`src/rtl/adc_seq_pkg.sv`:
```
`timescale 1ns/1ps
package adc_seq_pkg;
    localparam int NUM_SLOTS = 16;
    localparam int CHAN_W    = 4;
    localparam int SMP_W     = 12;
    localparam int RES_W     = 16;
    localparam int ACQ_W     = 4;
    localparam int HOST_AW   = 6;
    localparam int HOST_DW   = 16;
    localparam int PTR_W     = $clog2(NUM_SLOTS);

    // control word field positions (start bit position is fixed by behaviour)
    localparam int CTL_CONT_BIT  = 0;
    localparam int CTL_OVR_BIT   = 1;
    localparam int CTL_SIM_BIT   = 2;
    localparam int CTL_ACQ_LSB   = 4;
    localparam int CTL_MAX_LSB   = 8;
    localparam int CTL_START_BIT = 13;
    localparam int ST_FLAG_BIT   = 0;
    localparam int ST_BUSY_BIT   = 1;

    // address map: page = upper address bits, index = lower PTR_W bits
    localparam int CTL_IDX   = 0;
    localparam int STAT_IDX  = 1;
    localparam int REG_PAGE  = 0;
    localparam int SLOT_PAGE = 1;
    localparam int RES_PAGE  = 2;

    typedef struct packed {
        logic [PTR_W-1:0] max_conv;
        logic [ACQ_W-1:0] acq_ps;
        logic             simul;
        logic             ovr;
        logic             cont;
    } seq_cfg_t;

    typedef enum logic [1:0] {
        ST_IDLE   = 2'd0,
        ST_ACQ    = 2'd1,
        ST_CSTART = 2'd2,
        ST_WAIT   = 2'd3
    } seq_st_e;
endpackage

```
`src/rtl/adc_seq_regs.sv`:
```
`timescale 1ns/1ps
module adc_seq_regs
    import adc_seq_pkg::*;
#(
    parameter int NSLOT = NUM_SLOTS,
    parameter int CW    = CHAN_W,
    parameter int AW    = HOST_AW,
    parameter int DW    = HOST_DW
) (
    input  logic                      clk,
    input  logic                      rst,
    input  logic                      host_wr,
    input  logic [AW-1:0]             host_addr,
    input  logic [DW-1:0]             host_wdata,
    input  logic                      seq_eos,
    output seq_cfg_t                  cfg_o,
    output logic                      start_o,
    output logic [NSLOT-1:0][CW-1:0]  slot_o,
    output logic                      flag_o
);
    localparam int PW = $clog2(NSLOT);

    typedef struct packed {
        seq_cfg_t                 cfg;
        logic [NSLOT-1:0][CW-1:0] slot;
        logic                     flag;
    } regs_t;

    regs_t r_d, r_q;

    logic ctl_wr, stat_wr, slot_wr, clr;
    logic unused_bits;

    assign ctl_wr  = host_wr && (host_addr == AW'(CTL_IDX));
    assign stat_wr = host_wr && (host_addr == AW'(STAT_IDX));
    assign slot_wr = host_wr && (host_addr[AW-1:PW] == (AW-PW)'(SLOT_PAGE));
    assign clr     = stat_wr && host_wdata[ST_FLAG_BIT];
    assign unused_bits = ^{host_wdata[DW-1:CTL_START_BIT+1],
                           host_wdata[CTL_START_BIT-1:CTL_MAX_LSB+PTR_W],
                           host_wdata[CTL_ACQ_LSB-1:CTL_SIM_BIT+1]};

    always_comb begin
        r_d = r_q;
        if (ctl_wr) begin
            r_d.cfg.cont     = host_wdata[CTL_CONT_BIT];
            r_d.cfg.ovr      = host_wdata[CTL_OVR_BIT];
            r_d.cfg.simul    = host_wdata[CTL_SIM_BIT];
            r_d.cfg.acq_ps   = host_wdata[CTL_ACQ_LSB +: ACQ_W];
            r_d.cfg.max_conv = host_wdata[CTL_MAX_LSB +: PTR_W];
        end
        if (slot_wr) begin
            r_d.slot[host_addr[PW-1:0]] = host_wdata[CW-1:0];
        end
        if (clr) begin
            r_d.flag = 1'b0;
        end
        if (seq_eos) begin
            r_d.flag = 1'b1;   // set has priority over clear
        end
    end

    always_ff @(posedge clk) begin
        if (rst) begin
            r_q <= '0;
        end else begin
            r_q <= r_d;
        end
    end

    assign cfg_o   = r_q.cfg;
    assign slot_o  = r_q.slot;
    assign flag_o  = r_q.flag;
    assign start_o = ctl_wr && host_wdata[CTL_START_BIT];

    // end of sequence leaves the flag set, even against a clear
    a_r9_set_wins: assert property (@(posedge clk) disable iff (rst)
        seq_eos |=> flag_o);
    // a clear without a coincident set drops the flag
    a_r9_clear: assert property (@(posedge clk) disable iff (rst)
        (clr && !seq_eos) |=> !flag_o);
endmodule

```
`src/rtl/adc_seq_fsm.sv`:
```
`timescale 1ns/1ps
module adc_seq_fsm
    import adc_seq_pkg::*;
#(
    parameter int NSLOT = NUM_SLOTS,
    parameter int AQW   = ACQ_W
) (
    input  logic                      clk,
    input  logic                      rst,
    input  seq_cfg_t                  cfg,
    input  logic                      start,
    input  logic                      cv_done,
    output logic                      cv_acq,
    output logic                      cv_start,
    output logic                      wr_en,
    output logic [$clog2(NSLOT)-1:0]  ptr_o,
    output logic                      eos,
    output logic                      busy
);
    localparam int PW = $clog2(NSLOT);
    localparam int TW = AQW + 1;

    typedef struct packed {
        seq_st_e       st;
        logic [TW-1:0] tcnt;
        logic [PW-1:0] ccnt;
        logic [PW-1:0] ptr;
    } fsm_t;

    fsm_t f_d, f_q;

    logic [TW-1:0] acq_last;
    logic          last_conv;
    logic [PW-1:0] ptr_inc;

    assign acq_last  = TW'(cfg.acq_ps) + TW'(cfg.simul);
    assign last_conv = (f_q.ccnt >= cfg.max_conv);
    assign ptr_inc   = (f_q.ptr == PW'(NSLOT-1)) ? '0 : f_q.ptr + 1'b1;

    always_comb begin
        f_d   = f_q;
        wr_en = 1'b0;
        eos   = 1'b0;
        unique case (f_q.st)
            ST_IDLE: begin
                if (start) begin
                    f_d.st   = ST_ACQ;
                    f_d.tcnt = '0;
                    f_d.ccnt = '0;
                end
            end
            ST_ACQ: begin
                if (f_q.tcnt == acq_last) begin
                    f_d.st   = ST_CSTART;
                    f_d.tcnt = '0;
                end else begin
                    f_d.tcnt = f_q.tcnt + 1'b1;
                end
            end
            ST_CSTART: begin
                f_d.st = ST_WAIT;
            end
            ST_WAIT: begin
                if (cv_done) begin
                    wr_en = 1'b1;
                    if (last_conv) begin
                        eos      = 1'b1;
                        f_d.ccnt = '0;
                        f_d.ptr  = cfg.ovr ? ptr_inc : '0;
                        f_d.st   = cfg.cont ? ST_ACQ : ST_IDLE;
                    end else begin
                        f_d.ccnt = f_q.ccnt + 1'b1;
                        f_d.ptr  = ptr_inc;
                        f_d.st   = ST_ACQ;
                    end
                end
            end
            default: f_d.st = ST_IDLE;
        endcase
    end

    always_ff @(posedge clk) begin
        if (rst) begin
            f_q <= '{st: ST_IDLE, tcnt: '0, ccnt: '0, ptr: '0};
        end else begin
            f_q <= f_d;
        end
    end

    assign cv_acq   = (f_q.st == ST_ACQ);
    assign cv_start = (f_q.st == ST_CSTART);
    assign busy     = (f_q.st != ST_IDLE);
    assign ptr_o    = f_q.ptr;

    // start pulse only directly after the acquisition window
    a_r3_start_after_acq: assert property (@(posedge clk) disable iff (rst)
        cv_start |-> $past(cv_acq));
    // pointer restarts at zero without override
    a_r6_ptr_restart: assert property (@(posedge clk) disable iff (rst)
        (eos && !cfg.ovr) |=> (ptr_o == '0));
    // single run goes idle at end of sequence
    a_r6_single_idle: assert property (@(posedge clk) disable iff (rst)
        (eos && !cfg.cont) |=> !busy);
    // continuous run re-enters acquisition by itself
    a_r7_cont_restart: assert property (@(posedge clk) disable iff (rst)
        (eos && cfg.cont) |=> cv_acq);
    // override wraps the pointer from the top slot to zero
    a_r8_wrap: assert property (@(posedge clk) disable iff (rst)
        (wr_en && cfg.ovr && ptr_o == PW'(NSLOT-1)) |=> (ptr_o == '0));
endmodule

```
`src/rtl/adc_seq_results.sv`:
```
`timescale 1ns/1ps
module adc_seq_results
    import adc_seq_pkg::*;
#(
    parameter int NSLOT = NUM_SLOTS,
    parameter int SW    = SMP_W,
    parameter int RW    = RES_W
) (
    input  logic                      clk,
    input  logic                      rst,
    input  logic                      wr_en,
    input  logic [$clog2(NSLOT)-1:0]  wr_idx,
    input  logic [SW-1:0]             smp,
    output logic [NSLOT-1:0][RW-1:0]  res_o
);
    localparam int PAD = RW - SW;

    logic [NSLOT-1:0][RW-1:0] res_d, res_q;
    logic [RW-1:0]            aligned;

    assign aligned = {smp, {PAD{1'b0}}};

    for (genvar i = 0; i < NSLOT; i++) begin : g_res
        always_comb begin
            res_d[i] = res_q[i];
            if (wr_en && (wr_idx == i[$clog2(NSLOT)-1:0])) begin
                res_d[i] = aligned;
            end
        end

        // stored results never carry bits below the sample field
        a_r4_left_just: assert property (@(posedge clk) disable iff (rst)
            (res_q[i][PAD-1:0] == '0));
    end

    always_ff @(posedge clk) begin
        if (rst) begin
            res_q <= '0;
        end else begin
            res_q <= res_d;
        end
    end

    assign res_o = res_q;
endmodule

```
`src/rtl/adc_seq_ctrl.sv`:
```
`timescale 1ns/1ps
module adc_seq_ctrl
    import adc_seq_pkg::*;
#(
    parameter int NSLOT = NUM_SLOTS,
    parameter int CW    = CHAN_W,
    parameter int SW    = SMP_W,
    parameter int RW    = RES_W,
    parameter int AW    = HOST_AW,
    parameter int DW    = HOST_DW
) (
    input  logic          clk,
    input  logic          rst,
    input  logic          host_wr,
    input  logic [AW-1:0] host_addr,
    input  logic [DW-1:0] host_wdata,
    output logic [DW-1:0] host_rdata,
    output logic          seq_irq,
    output logic [CW-1:0] cv_chan,
    output logic          cv_acq,
    output logic          cv_start,
    input  logic          cv_done,
    input  logic [SW-1:0] cv_data
);
    localparam int PW = $clog2(NSLOT);

    seq_cfg_t                 cfg;
    logic                     start, flag, wr_en, eos, busy;
    logic [PW-1:0]            ptr;
    logic [NSLOT-1:0][CW-1:0] slots;
    logic [NSLOT-1:0][RW-1:0] res;
    logic [AW-PW-1:0]         page;
    logic [PW-1:0]            idx;

    adc_seq_regs #(.NSLOT(NSLOT), .CW(CW), .AW(AW), .DW(DW)) regs_i (
        .clk(clk), .rst(rst), .host_wr(host_wr), .host_addr(host_addr),
        .host_wdata(host_wdata), .seq_eos(eos), .cfg_o(cfg), .start_o(start),
        .slot_o(slots), .flag_o(flag)
    );

    adc_seq_fsm #(.NSLOT(NSLOT), .AQW(ACQ_W)) fsm_i (
        .clk(clk), .rst(rst), .cfg(cfg), .start(start), .cv_done(cv_done),
        .cv_acq(cv_acq), .cv_start(cv_start), .wr_en(wr_en), .ptr_o(ptr),
        .eos(eos), .busy(busy)
    );

    adc_seq_results #(.NSLOT(NSLOT), .SW(SW), .RW(RW)) res_i (
        .clk(clk), .rst(rst), .wr_en(wr_en), .wr_idx(ptr), .smp(cv_data),
        .res_o(res)
    );

    assign cv_chan = slots[ptr];
    assign seq_irq = flag;
    assign page    = host_addr[AW-1:PW];
    assign idx     = host_addr[PW-1:0];

    always_comb begin
        host_rdata = '0;
        if (page == (AW-PW)'(REG_PAGE)) begin
            if (idx == PW'(CTL_IDX)) begin
                host_rdata[CTL_CONT_BIT]              = cfg.cont;
                host_rdata[CTL_OVR_BIT]               = cfg.ovr;
                host_rdata[CTL_SIM_BIT]               = cfg.simul;
                host_rdata[CTL_ACQ_LSB +: ACQ_W]      = cfg.acq_ps;
                host_rdata[CTL_MAX_LSB +: PTR_W]      = cfg.max_conv;
            end else if (idx == PW'(STAT_IDX)) begin
                host_rdata[ST_FLAG_BIT] = flag;
                host_rdata[ST_BUSY_BIT] = busy;
            end
        end else if (page == (AW-PW)'(SLOT_PAGE)) begin
            host_rdata[CW-1:0] = slots[idx];
        end else if (page == (AW-PW)'(RES_PAGE)) begin
            host_rdata[RW-1:0] = res[idx];
        end
    end

    // the flag output only rises on the cycle after a completed sequence
    a_r5_flag_source: assert property (@(posedge clk) disable iff (rst)
        $rose(seq_irq) |-> $past(cv_done));
endmodule

```
`config.mk`:
```
export PLATFORM = sky130hd
export DESIGN_NAME = adc_seq_ctrl
export DESIGN_NICKNAME = d
export VERILOG_FILES = /design/src/rtl/adc_seq_pkg.sv /design/src/rtl/adc_seq_regs.sv /design/src/rtl/adc_seq_fsm.sv /design/src/rtl/adc_seq_results.sv /design/src/rtl/adc_seq_ctrl.sv
export SDC_FILE = /design/constraint.sdc
export NUM_CORES = 1
export LEC_CHECK = 0
export BUFFER_PORTS_ARGS = -buffer_cell sky130_fd_sc_hd__buf_2
export CORE_MARGIN = 1
export CORE_UTILIZATION = 45
export DETAILED_ROUTE_END_ITERATION = 8
export SLEW_MARGIN = 40
export SYNTH_ARGS = -nofsm -noshare
export SYNTH_HDL_FRONTEND = slang
export SYNTH_SLANG_ARGS = --single-unit
```
`constraint.sdc`:
```
create_clock -name clk -period 5.5 [get_ports clk]
set_clock_uncertainty 0.2 [all_clocks]
set_input_delay 1.65 -clock clk [delete_from_list [all_inputs] [get_ports clk]]
set_output_delay 1.65 -clock clk [all_outputs]
set_load 0.02 [all_outputs]
```
=== Word level (Yosys, flattened, before mapping) ===
Index checks and enable logic that the tools add are counted.

* Multiply operators: 0
* $add $sub $neg: 4
* Bitwise operators: 0
* Reduce and logical (&&, ||, !) cells: 35
* Magnitude comparators: 4
* Eq/ne operators: 26
* Multiplexer cells: 40
* Divide/modulo/power cells: 0
* Shifts and indexed selects: 0

{| class="wikitable"
|+ Operators by type and width
! cell !! number
|-
| binary-select mux 16 bit (select 4 bit) || 1
|-
| bitwise mux 64 bit || 1
|-
| binary-select mux 4 bit (select 4 bit) || 2
|-
| equality test 4 bit (second input constant) || 8
|-
| 2-to-1 mux 16 bit || 2
|-
| 2-to-1 mux 8 bit || 4
|-
| 2-to-1 mux 4 bit || 7
|-
| logical AND 1 bit || 22
|-
| demux 4 bit (select 4 bit) || 1
|-
| equality test 4 x 3 -> 1 bit (second input constant) || 4
|-
| 2-to-1 mux 12 bit || 1
|-
| 2-to-1 mux 11 bit || 1
|-
| < comparator 4 x 5 -> 1 bit (second input constant) || 2
|-
| 2-to-1 mux 1 bit || 10
|-
| 2-to-1 mux 2 bit || 5
|-
| one-hot mux 5 bit (2 select lines) || 1
|-
| adder 4 x 1 -> 4 bit (second input constant) || 2
|-
| equality test 4 x 1 -> 1 bit (second input constant) || 2
|-
| equality test 4 x 2 -> 1 bit (second input constant) || 2
|-
| zero test 4 bit || 2
|-
| one-hot mux 2 bit (4 select lines) || 1
|-
| one-hot mux 4 bit (2 select lines) || 1
|-
| nonzero test 2 bit || 4
|-
| equality test 2 bit (second input constant) || 3
|-
| other kinds (15) || 20
|}

* Memory bits (read-only): 0
* Word-level logic and storage cells: 151
* Register bits: 283
* Memories kept: 0
* Memory bits (writable): 0
* Bits in latches: 0

=== Depth between registers and ports, before layout ===
* Depth after elaboration: 6
* Depth in mapped cells: 9

=== Modules after synthesis ===
Synthesis repeated with hierarchy kept, for this count alone.

* Cell total of the unflattened synthesis: 1407
* Area, all modules: 15452.3 um^2

{| class="wikitable"
|+ Modules (own cells, without submodules)
! module !! cells each !! times used !! area an instance (um^2)
|-
| adc_seq_results || 739 || 1 || 7965.1
|-
| adc_seq_ctrl || 237 || 1 || 3245.6
|-
| adc_seq_regs || 298 || 1 || 3128.0
|-
| adc_seq_fsm || 133 || 1 || 1113.6
|}

=== Worst setup path after synthesis ===
OpenSTA, ideal clock, no wires.

* Path type: input-to-output
* Start point: input host_addr[0]
* End point: output host_rdata[10]
* Required time: 3650 ps
* Arrival time: 3448 ps
* Stages: 8
* Slack: 202 ps
* Buffers on the path: 3
* Path through: buf_2 -> buf_2 -> buf_2 -> mux4_2 -> mux2i_1 -> nor2_1 -> a21oi_1 -> o21ai_0

* Cells in the longest elaborated chain, start to end: 5
* Elaborated cells between the ends (all ways): 7

{| class="wikitable"
|+ RTL lines
! item !! line !! source
|-
| start, declared || adc_seq_ctrl.sv:15 || <nowiki>input logic [AW-1:0] host_addr,</nowiki>
|-
| binary-select mux 16 bit (select 4 bit) || adc_seq_ctrl.sv:73 || <nowiki>host_rdata[RW-1:0] = res[idx];</nowiki>
|-
| 2-to-1 mux 16 bit (not written as such) || adc_seq_ctrl.sv:73 ||
|-
| 2-to-1 mux 16 bit || adc_seq_ctrl.sv:72 || <nowiki>end else if (page == (AW-PW)'(RES_PAGE)) begin</nowiki>
|-
| 2-to-1 mux 12 bit || adc_seq_ctrl.sv:70 || <nowiki>end else if (page == (AW-PW)'(SLOT_PAGE)) begin</nowiki>
|-
| 2-to-1 mux 8 bit * || adc_seq_ctrl.sv:59 || <nowiki>if (page == (AW-PW)'(REG_PAGE)) begin</nowiki>
|-
| end, declared || adc_seq_ctrl.sv:17 || <nowiki>output logic [DW-1:0] host_rdata,</nowiki>
|}

Every way passes the cells marked *; elsewhere a longest branch is shown, timed or not. The select of a mux whose other input is x is not followed.

=== Final worst setup path ===
* Start point: input host_addr[0]
* End point: output host_rdata[12]

* Cells in the longest elaborated chain, start to end: 5

{| class="wikitable"
|+ RTL lines
! item !! line
|-
| binary-select mux 16 bit (select 4 bit) || adc_seq_ctrl.sv:73
|-
| 2-to-1 mux 16 bit (not written as such) || adc_seq_ctrl.sv:73
|-
| 2-to-1 mux 16 bit || adc_seq_ctrl.sv:72
|-
| 2-to-1 mux 12 bit || adc_seq_ctrl.sv:70
|-
| 2-to-1 mux 4 bit || adc_seq_ctrl.sv:59
|}

Every way passes these cells. The select of a mux whose other input is x is not followed.

==> run summary <==
status -> complete, no violations
clock buffer depth -> 3
most used cell, CP -> mux4_2
number of synthesized flops with an enable pin -> 0
dpl cells -> 1877
post-layout min period -> 5340 ps
Synth top area share -> 0.423
Root Driver -> clkbuf_16
initial antenna violation count -> 4
max incr delay on CP -> 570 ps
number of max-cap violations -> 0
Synth warnings -> 0
worst vdd ir -> 244 µV
Seq/Total Area, Yosys -> 0.423
Pwr Total -> 4.55 mW
first-pass GRT wire length -> 59000 µm
Yosys cell types -> 54
Power Density -> 301 nW/µm²
most numerous cell in the Yosys netlist -> nand2_1
relative slew slack -> 0.462
routability cong. -> 0.819
PostCTS Resize Cnt -> 0
Setup Buffers After CTS -> 0
core area -> 29000 µm²
Die H -> 174 µm
Ports -> 61
routed vias -> 11000
post-detailed-route wirelength per cell -> 19.3 µm
Worst Path Required -> 3650 ps
starting density of the core -> 0.461
layout cells sized above 1 -> 0.168
drt pass-1 iters -> 5
die area -> 30400 µm²
syn_nets -> 1596
CP Launch Type -> input pin
Post-Place Worst Slack -> 43.6 ps
CTS tree -> done
HP Class -> reg -> reg
Gate Count Post-Synth -> 1542
Worst Setup Slack, final -> 161 ps
DR vias/cell -> 5.66
Synth area leader -> dfxtp_1
Slew Limit Fails -> 0
clock-pin slew on the worst setup and hold paths -> 60 ps
arrival time worst endpoint -> 3490 ps
port bufs -> 57
Final HPWL DP -> 24400 µm
final setup vio count -> 0
ordered cell list for the critical path -> buf_6 -> buf_12 -> mux4_2 -> mux4_2 -> nor2b_1 -> buf_2
global route overflow -> 0
DRT Wirelength -> 37300 µm
row count -> 62
CP max stage cell -> mux4_2
max frequency -> 187 MHz
iteration-0 DRC count of the detailed router -> 943
die width -> 174 µm
critical path class -> in -> out
largest net degree at the start of global routing -> 111
RSZ-0062 raised after global routing -> false
total track usage -> 0.247
hold_ws -> 252 ps
TNS Setup -> 0 ps
Worst-Skew Late Latency -> 570 ps
Primary FF master, synth -> dfxtp_1
clock sink total -> 283
antenna viol nets, final -> 0
Worst Path Max Fanout -> 14
htree depth -> 1
Pleak -> 5.07 nW
fin nets -> 1580
# DRC -> 0
Final period util -> 0.971
Final Hold Fails -> 0
P&R area growth vs syn -> 13.1%
vias in the first global route -> 10400
CTS hold repair buffers -> 0
Final Non-Filler Cells -> 1937
syn avg cell area -> 8.68 µm²
synth top area cells -> dfxtp_1 (42%), mux4_2 (15%), nand2_1 (12%), a21oi_1 (8.9%), mux2i_1 (4.8%)
Post-Synthesis Cell Area -> 13400 µm²
worst slew pin tran -> 806 ps
ys async rst share -> 0
CP endpoint kind -> output pin
Num CTS Buffers -> 31
Synth Register Bits -> 283
synth cell count leaders -> nand2_1 (439), dfxtp_1 (283), a21oi_1 (239)
[metrics by stage]
| stage | cell area (µm²) | utilization |
|---|---|---|
| after global routing | 15100 | 0.521 |
| after global placement | 13900 | 0.480 |
| after floorplan | 13400 | - |
| after CTS | 15100 | 0.521 |
| after detailed placement | 14000 | 0.482 |
| final | 15100 | 0.521 |
[layout by cell type, fill, tap and decap left out, types with 7 or more instances in the layout]
cell / netlist / routed
nor2_2: 0 / 12
clkbuf_16: 0 / 31
ha_1: 16 / 16
o21ai_0: 34 / 34
a21oi_1: 239 / 239
clkbuf_1: 120 / 8
nand2b_1: 9 / 9
buf_2: 11 / 54
nand4_1: 7 / 7
mux2i_1: 64 / 64
nor2_1: 85 / 73
nand3_1: 42 / 42
nor3_1: 8 / 7
inv_1: 18 / 18
nor2b_1: 7 / 7
clkbuf_8: 0 / 8
mux4_2: 89 / 89
dfxtp_1: 283 / 280
nand2_1: 439 / 439
buf_4: 2 / 30
[sequential cells by signal, indices dropped and copies added, names as in the netlist]
signal	count
res_i.res_o	192
regs_i.slot_o	64
fsm_i.f_q	11
regs_i.cfg_o	11
fsm_i.ptr_o	4
regs_i.flag_o	1
[worst paths after layout]
kind                                  from                            end  slack, ps  cells past startpoint
max                           host_addr[0]                 host_rdata[12]        160                      6
min          res_i.res_o[104]$_SDFFE_PP0P_  res_i.res_o[104]$_SDFFE_PP0P_        250                      2
max reg2reg     fsm_i.f_q[13]$_SDFFE_PP0P_  res_i.res_o[116]$_SDFFE_PP0P_       2690                      6
min reg2reg  res_i.res_o[104]$_SDFFE_PP0P_  res_i.res_o[104]$_SDFFE_PP0P_        250                      2
[per-layer routing]
metal	vias up	wire, µm	track usage
met5	-	31	0
met4	4	1290	0.0848
met3	82	1910	0.0365
met2	283	17200	0.400
met1	5293	16900	0.336
li1	5306	-	-
[power by group]
part | internal (mW) | leakage, nW | switching [mW]
logic | 0.0611 | 2.23 | 0.134
clock network | 1.42 | 0.559 | 0.881
registers | 2.05 | 2.28 | 0.00196
total | 3.53 | 5.07 | 1.02
[kinds of logic (layout without fill, tap and decap cells)]
family / after synthesis / after routing / share of synthesized area
and+or+nand+nor: 621 / 621 / 0.191
AOI/OAI and AO/OA: 303 / 303 / 0.121
DFF: 283 / 283 / 0.423
buffers and inverters: 160 / 169 / 0.0477
muxes: 154 / 154 / 0.199
adders and majority gates: 16 / 16 / 0.0150
xor gates and xnor gates: 5 / 5 / 0.00327
other: 0 / 2 / 0
[worst max-delay path, delay by kind of cell]
family | cells | cell delay, ps
mux | 2 | 1020
buf+inv | 3 | 630
simple gates | 1 | 160
[area by class of cell]
| class | instances | area [µm²] |
|---|---|---|
| inverter | 18 | 67.6 |
| multi-input combinational | 1099 | 7120 |
| timing repair buffer | 93 | 652 |
| fill | 2710 | 13900 |
| clock inverter | 12 | 236 |
| sequential | 283 | 5670 |
| antenna | 2 | 5.00 |
| tap | 384 | 480 |
| clock buffer | 46 | 902 |
Power figures use the tool's default switching activity.
